==> src/rtl/vfm_pkg.sv <==
package vfm_pkg;

   typedef enum logic [1:0] {
      ST_IDLE = 2'd0,
      ST_ROW  = 2'd1,
      ST_COL  = 2'd2,
      ST_LAT  = 2'd3
   } acc_state_t;

   typedef struct packed {
      logic cpu;
      logic we;
      logic col;
   } acc_kind_t;

endpackage

==> src/rtl/vfm_addr_split.sv <==
module vfm_addr_split #(
   parameter int ADDR_W     = 12,
   parameter int MA_W       = 8,
   parameter int WIDE_COL_W = 8
) (
   input  logic [ADDR_W-1:0] addr,
   input  logic              page_wide,
   output logic [MA_W-1:0]   row_ma,
   output logic [MA_W-1:0]   col_ma
);

   localparam int NARROW_COL_W = WIDE_COL_W - 1;

   logic [MA_W-1:0] row_w, row_n, col_w, col_n;

   for (genvar i = 0; i < MA_W; i++) begin : g_pin
      if (i < WIDE_COL_W && i < ADDR_W) begin : g_cw
         assign col_w[i] = addr[i];
      end else begin : g_cw0
         assign col_w[i] = 1'b0;
      end

      if (i < NARROW_COL_W && i < ADDR_W) begin : g_cn
         assign col_n[i] = addr[i];
      end else begin : g_cn0
         assign col_n[i] = 1'b0;
      end

      if (i + WIDE_COL_W < ADDR_W) begin : g_rw
         assign row_w[i] = addr[i+WIDE_COL_W];
      end else begin : g_rw0
         assign row_w[i] = 1'b0;
      end

      if (i + NARROW_COL_W < ADDR_W) begin : g_rn
         assign row_n[i] = addr[i+NARROW_COL_W];
      end else begin : g_rn0
         assign row_n[i] = 1'b0;
      end
   end

   assign row_ma = page_wide ? row_w : row_n;
   assign col_ma = page_wide ? col_w : col_n;

endmodule

==> src/rtl/vfm_seq.sv <==
module vfm_seq
   import vfm_pkg::*;
(
   input  logic       clk,
   input  logic       rst_n,
   input  logic       acc_start,
   input  logic       acc_cpu,
   input  logic       cpu_we,
   input  logic       cpu_col,
   output acc_state_t state,
   output acc_kind_t  kind,
   output logic       load,
   output logic       ras_n,
   output logic       cas_n,
   output logic       dram_we_n,
   output logic       col_we_n
);

   assign load = (state == ST_IDLE) && acc_start;

   always_ff @(posedge clk or negedge rst_n) begin
      if (!rst_n) begin
         state     <= ST_IDLE;
         kind      <= '0;
         ras_n     <= 1'b1;
         cas_n     <= 1'b1;
         dram_we_n <= 1'b1;
         col_we_n  <= 1'b1;
      end else begin
         case (state)
            ST_IDLE: begin
               if (acc_start) begin
                  state    <= ST_ROW;
                  ras_n    <= 1'b0;
                  kind.cpu <= acc_cpu;
                  kind.we  <= acc_cpu & cpu_we;
                  kind.col <= acc_cpu & cpu_col;
               end
            end
            ST_ROW: begin
               state     <= ST_COL;
               cas_n     <= 1'b0;
               dram_we_n <= ~(kind.we & ~kind.col);
               col_we_n  <= ~(kind.we & kind.col);
            end
            ST_COL: begin
               state <= ST_LAT;
            end
            default: begin
               state     <= ST_IDLE;
               ras_n     <= 1'b1;
               cas_n     <= 1'b1;
               dram_we_n <= 1'b1;
               col_we_n  <= 1'b1;
            end
         endcase
      end
   end

endmodule

==> src/rtl/vfm_datapath.sv <==
module vfm_datapath
   import vfm_pkg::*;
#(
   parameter int ADDR_W = 12,
   parameter int MA_W   = 8,
   parameter int COL_AW = 10,
   parameter int DW     = 8,
   parameter int CW     = 4
) (
   input  logic              clk,
   input  logic              rst_n,
   input  logic              load,
   input  acc_state_t        state,
   input  acc_kind_t         kind,
   input  logic              page_wide,
   input  logic              acc_cpu,
   input  logic [ADDR_W-1:0] vid_addr,
   input  logic [ADDR_W-1:0] cpu_addr,
   input  logic [DW-1:0]     cpu_wdata,
   input  logic [DW-1:0]     dram_din,
   input  logic [CW-1:0]     col_din,
   output logic [MA_W-1:0]   dram_ma,
   output logic [DW-1:0]     dram_dout,
   output logic [COL_AW-1:0] col_addr,
   output logic [CW-1:0]     col_dout,
   output logic [DW+CW-1:0]  fetch_word,
   output logic              fetch_valid,
   output logic [DW-1:0]     cpu_rdata,
   output logic              cpu_rvalid
);

   localparam int PAD_W = DW - CW;

   logic [ADDR_W-1:0] sel_addr, lat_addr;
   logic [MA_W-1:0]   sel_row, sel_col_unused, lat_row_unused, lat_col;
   logic [DW-1:0]     wdata_q;

   assign sel_addr = acc_cpu ? cpu_addr : vid_addr;

   vfm_addr_split #(.ADDR_W(ADDR_W), .MA_W(MA_W)) i_split_next (
      .addr      (sel_addr),
      .page_wide (page_wide),
      .row_ma    (sel_row),
      .col_ma    (sel_col_unused)
   );

   vfm_addr_split #(.ADDR_W(ADDR_W), .MA_W(MA_W)) i_split_held (
      .addr      (lat_addr),
      .page_wide (page_wide),
      .row_ma    (lat_row_unused),
      .col_ma    (lat_col)
   );

   always_ff @(posedge clk or negedge rst_n) begin
      if (!rst_n) begin
         lat_addr    <= '0;
         dram_ma     <= '0;
         col_addr    <= '0;
         wdata_q     <= '0;
         fetch_word  <= '0;
         fetch_valid <= 1'b0;
         cpu_rdata   <= '0;
         cpu_rvalid  <= 1'b0;
      end else begin
         fetch_valid <= 1'b0;
         cpu_rvalid  <= 1'b0;
         if (load) begin
            lat_addr <= sel_addr;
            dram_ma  <= sel_row;
            col_addr <= sel_addr[COL_AW-1:0];
            wdata_q  <= cpu_wdata;
         end
         if (state == ST_ROW) begin
            dram_ma <= lat_col;
         end
         if (state == ST_COL) begin
            if (!kind.cpu) begin
               fetch_word  <= {col_din, dram_din};
               fetch_valid <= 1'b1;
            end else if (!kind.we) begin
               cpu_rdata  <= kind.col ? {{PAD_W{1'b0}}, col_din} : dram_din;
               cpu_rvalid <= 1'b1;
            end
         end
      end
   end

   assign dram_dout = wdata_q;
   assign col_dout  = wdata_q[CW-1:0];

endmodule

==> src/rtl/vfm_memif.sv <==
module vfm_memif
   import vfm_pkg::*;
#(
   parameter int ADDR_W = 12,
   parameter int MA_W   = 8,
   parameter int COL_AW = 10,
   parameter int DW     = 8,
   parameter int CW     = 4
) (
   input  logic              clk,
   input  logic              rst_n,
   input  logic              page_wide,
   input  logic              acc_start,
   input  logic              acc_cpu,
   input  logic [ADDR_W-1:0] vid_addr,
   input  logic [ADDR_W-1:0] cpu_addr,
   input  logic              cpu_we,
   input  logic              cpu_col,
   input  logic [DW-1:0]     cpu_wdata,
   output logic [DW-1:0]     cpu_rdata,
   output logic              cpu_rvalid,
   output logic [MA_W-1:0]   dram_ma,
   output logic              dram_ras_n,
   output logic              dram_cas_n,
   output logic              dram_we_n,
   output logic [DW-1:0]     dram_dout,
   input  logic [DW-1:0]     dram_din,
   output logic [COL_AW-1:0] col_addr,
   output logic              col_we_n,
   output logic [CW-1:0]     col_dout,
   input  logic [CW-1:0]     col_din,
   output logic [DW+CW-1:0]  fetch_word,
   output logic              fetch_valid
);

   if (MA_W < 8) begin : g_chk_ma
      $error("vfm_memif: MA_W must hold a full 256-byte column");
   end
   if (ADDR_W < COL_AW || ADDR_W > 2 * MA_W) begin : g_chk_aw
      $error("vfm_memif: ADDR_W out of range for the pin count");
   end
   if (CW > DW) begin : g_chk_cw
      $error("vfm_memif: colour width exceeds CPU data width");
   end

   acc_state_t state;
   acc_kind_t  kind;
   logic       load;

   vfm_seq i_seq (
      .clk       (clk),
      .rst_n     (rst_n),
      .acc_start (acc_start),
      .acc_cpu   (acc_cpu),
      .cpu_we    (cpu_we),
      .cpu_col   (cpu_col),
      .state     (state),
      .kind      (kind),
      .load      (load),
      .ras_n     (dram_ras_n),
      .cas_n     (dram_cas_n),
      .dram_we_n (dram_we_n),
      .col_we_n  (col_we_n)
   );

   vfm_datapath #(
      .ADDR_W(ADDR_W), .MA_W(MA_W), .COL_AW(COL_AW), .DW(DW), .CW(CW)
   ) i_dp (
      .clk         (clk),
      .rst_n       (rst_n),
      .load        (load),
      .state       (state),
      .kind        (kind),
      .page_wide   (page_wide),
      .acc_cpu     (acc_cpu),
      .vid_addr    (vid_addr),
      .cpu_addr    (cpu_addr),
      .cpu_wdata   (cpu_wdata),
      .dram_din    (dram_din),
      .col_din     (col_din),
      .dram_ma     (dram_ma),
      .dram_dout   (dram_dout),
      .col_addr    (col_addr),
      .col_dout    (col_dout),
      .fetch_word  (fetch_word),
      .fetch_valid (fetch_valid),
      .cpu_rdata   (cpu_rdata),
      .cpu_rvalid  (cpu_rvalid)
   );

endmodule

==> config.mk <==
export PLATFORM = sky130hd
export DESIGN_NAME = vfm_memif
export DESIGN_NICKNAME = d
export VERILOG_FILES = /design/src/rtl/vfm_pkg.sv /design/src/rtl/vfm_addr_split.sv /design/src/rtl/vfm_seq.sv /design/src/rtl/vfm_datapath.sv /design/src/rtl/vfm_memif.sv
export SDC_FILE = /design/constraint.sdc
export NUM_CORES = 1
export LEC_CHECK = 0
export ABC_AREA = 1
export ABC_CLOCK_PERIOD_IN_PS = 1800
export BUFFER_PORTS_ARGS = -buffer_cell sky130_fd_sc_hd__buf_2
export CORE_MARGIN = 4
export CORE_UTILIZATION = 35
export DETAILED_ROUTE_END_ITERATION = 16
export SYNTH_ARGS = -nofsm -noshare
export SYNTH_HDL_FRONTEND = slang
export SYNTH_SLANG_ARGS = --single-unit
==> constraint.sdc <==
create_clock -name clk -period 1.8 [get_ports clk]
set_input_delay 0.27 -clock clk [delete_from_list [all_inputs] [get_ports clk]]
set_output_delay 0.27 -clock clk [all_outputs]
set_load 0.05 [all_outputs]
==> impl_metrics.json <==
{
  "seq_area_frac_synth_pct": 53.6,
  "post-route-period-util_pct": 86.3,
  "diodes": 0,
  "finalPower_mw": 7.65,
  "drt_iter0_markers": 126,
  "cts_max_path_buffers": 2,
  "wl_mm": 6.57,
  "cts-root-buf": "clkbuf_8",
  "hp-class": "input pin to register",
  "hold_viol": 0,
  "synth_ff_type": "dfrtp_1",
  "synth.area.top_cells": "dfrtp_1, nand2_1, inv_1",
  "worst_pin_slew_ns": 0.392,
  "multiInputGateArea_sq_um": 970,
  "ctsResizeCount": 0,
  "yosys_warnings": 0,
  "end_kind": "register",
  "rsz0062_at_grt": "false",
  "fin_area_sq_um": 3420,
  "cts_tree": "yes",
  "synth_edf_count": 0,
  "hold_ws_ns": 0.132,
  "worstPathMaxFanout": 11,
  "num_rows": 31,
  "synth_cell_types": 25,
  "clkSlewWorstSetupHoldPaths_ns": 0.07,
  "grt_pass1_vias": 2265,
  "synth_area_leader_cell": "dfrtp_1",
  "drt-wirelength-per-cell_microns": 12.5,
  "maxCapViolations": 0,
  "viasPerCell": 4.40,
  "synth_area_sq_um": 2670,
  "power_density_nw_per_um2": 2240,
  "synth_nets": 375,
  "power.leakage_nw": 1.89,
  "die_h_microns": 95.3,
  "clock_latency_ns": 0.34,
  "via_count": 2321,
  "slew_headroom_pct": 73.8,
  "final_nets": 479,
  "crit_top_cell": "inv_1",
  "antenna_found_initial": 0,
  "place_congestion": 0.769,
  "place_inst": 510,
  "register_area_sq_um": 1430,
  "drive_above_1_share_pct": 32.9,
  "drc": 0,
  "synth_top_area_share_pct": 49.7,
  "max_freq_mhz": 643,
  "grt_start_max_net_pins": 58,
  "cp_cell_sequence": "inv_1 -> ha_1 -> clkinv_2 -> nand2_2 -> nand2_1 -> inv_1 -> nand3_1 -> nand2_1 -> inv_1",
  "area.growth.synth_to_final_pct": 28.2,
  "fin_cells": 527,
  "setup_tns_ns": 0,
  "start_util_pct": 36.4,
  "nFillCells": 772,
  "first_pass_iters": 4,
  "synthTopCellsByCount": "nand2_1, dfrtp_1, inv_1, nor2_1",
  "fin_crit_ns": 1.55,
  "syn_area_per_cell_sq_um": 8.37,
  "ioPinCount": 107,
  "outcome": "finished clean",
  "fin_skew_ns": 0.0131,
  "placed_area_sq_um": 3220,
  "critPathMaxStageDelay_ns": 0.40,
  "core-area_sq_um": 7330,
  "max-vdd-ir-drop_v": 0.00112,
  "arrival_ns": 1.78,
  "h-tree-depth": 3,
  "die-area_sq_um": 9090,
  "slew_violations": 0,
  "synth.most_common_cell": "nand2_1",
  "cts_buffers": 9,
  "drtAntennaViolNets": 0,
  "port_buffers": 106,
  "setup_viol": 0,
  "hpwl_mm": 4.91,
  "cts.sinks": 57,
  "dieWidth_microns": 95.3,
  "ys_seq_elements": 57,
  "start_kind": "register",
  "criticalPathCategory": "register to register",
  "grt_pass1_wl_mm": 10.8,
  "rr_worst_depth": 9,
  "whs_path_depth": 3,
  "cpMaxStageDelayCell": "dfrtp_1",
  "synth_cells": 319,
  "async_flop_share_pct": 100,
  "grt_util_all_layers_pct": 15.6,
  "cp.required_ns": 2.03,
  "overflow": 0
}
state kept, by name, summed over array words and instances, names as in the netlist:
| register | cells |
|---|---|
| i_seq.col_we_n | 1 |
| i_dp.col_addr | 3 |
| i_seq.cas_n | 1 |
| i_seq.dram_we_n | 1 |
| i_seq.state | 2 |
| i_dp.dram_dout | 8 |
| i_dp.lat_addr | 7 |
| i_dp.cpu_rvalid | 1 |
| i_dp.dram_ma | 8 |
| i_seq.kind | 3 |
| i_dp.fetch_valid | 1 |
| i_seq.ras_n | 1 |
| i_dp.cpu_rdata | 8 |
| i_dp.fetch_word | 12 |
cell type report:
class	count	share of cell area [%]
Sequential cell	57	41.8
Timing Repair Buffer	109	16.6
Clock buffer	9	3.62
Multi-Input combinational cell	212	28.3
Inverter	34	3.91
Clock inverter	7	2.08
Tap cell	99	3.62
layer usage:
layer,track usage [%],wire length [microns],vias up
li1,-,-,1196
met1,21.0,3100,1047
met2,23.3,2960,70
met3,4.58,426,8
met4,6.49,89,0
met5,0,0,-
logic make-up after synthesis:
| logic type | synth area share [%] |
|---|---|
| buffers and inverters | 10.1 |
| and+or+nand+nor | 25.1 |
| adders and majority gates | 2.34 |
| DFF | 53.6 |
| AOI/OAI and AO/OA | 8.86 |
stage by stage:
step                      setup WS, ns  utilization (%)
after global routing            0.0241             46.7
after global placement           0.335             43.9
after detailed placement         0.225             43.9
final                            0.246             46.7
after floorplan                  0.451                -
after CTS                        0.217             46.7
report_power, final:
part           switching [mW]  internal, mW
logic                    3.25         0.955
clock network           0.530         0.635
registers               0.384          1.90
repair_timing:
action                                  in CTS  in global routing
setup buffers                                0                  0
endpoints found under the setup margin       0                  0
endpoints found under the hold margin       53                  0
hold buffers                                 1                  0
critical path, delay by kind of cell (launching register included):
family,cells,cell delay [ns]
fa+ha+maj,1,0.35
buf+inv,4,0.33
flops,1,0.40
simple gates,4,0.37
layout by cell type, fill, tap and decap left out:
cell	count
dlygate4sd3_1	1
dfstp_2	4
clkinv_2	3
o21ai_0	15
buf_12	1
or2_2	1
bufinv_16	1
nand2_1	116
nor2_1	21
inv_2	1
buf_2	106
clkinv_4	1
clkinvlp_4	3
o21ai_1	1
ha_1	5
or2_0	3
buf_4	1
a21oi_1	18
nor2_2	1
clkbuf_8	9
inv_1	30
a21oi_2	1
a31oi_1	4
nand3_1	18
nor2_4	2
o21ai_2	2
inv_4	2
dfrtp_1	53
o31ai_1	2
nand2_2	2
final timing paths:
kind | startpoint | slack (ns) | to
setup / recovery | i_seq.state[1] | 0.25 | i_dp.dram_ma[0]
hold / removal | cpu_wdata[7] | 0.13 | i_dp.dram_dout[7]
setup reg to reg | i_seq.state[1] | 0.25 | i_dp.dram_ma[0]
hold reg to reg | i_seq.kind[0] | 0.42 | i_seq.col_we_n
max in group asynchronous | rst_n | 1.03 | i_seq.cas_n
min in group asynchronous | rst_n | 0.47 | i_dp.lat_addr[3]
No activity file was read; power rests on OpenSTA's default activity.
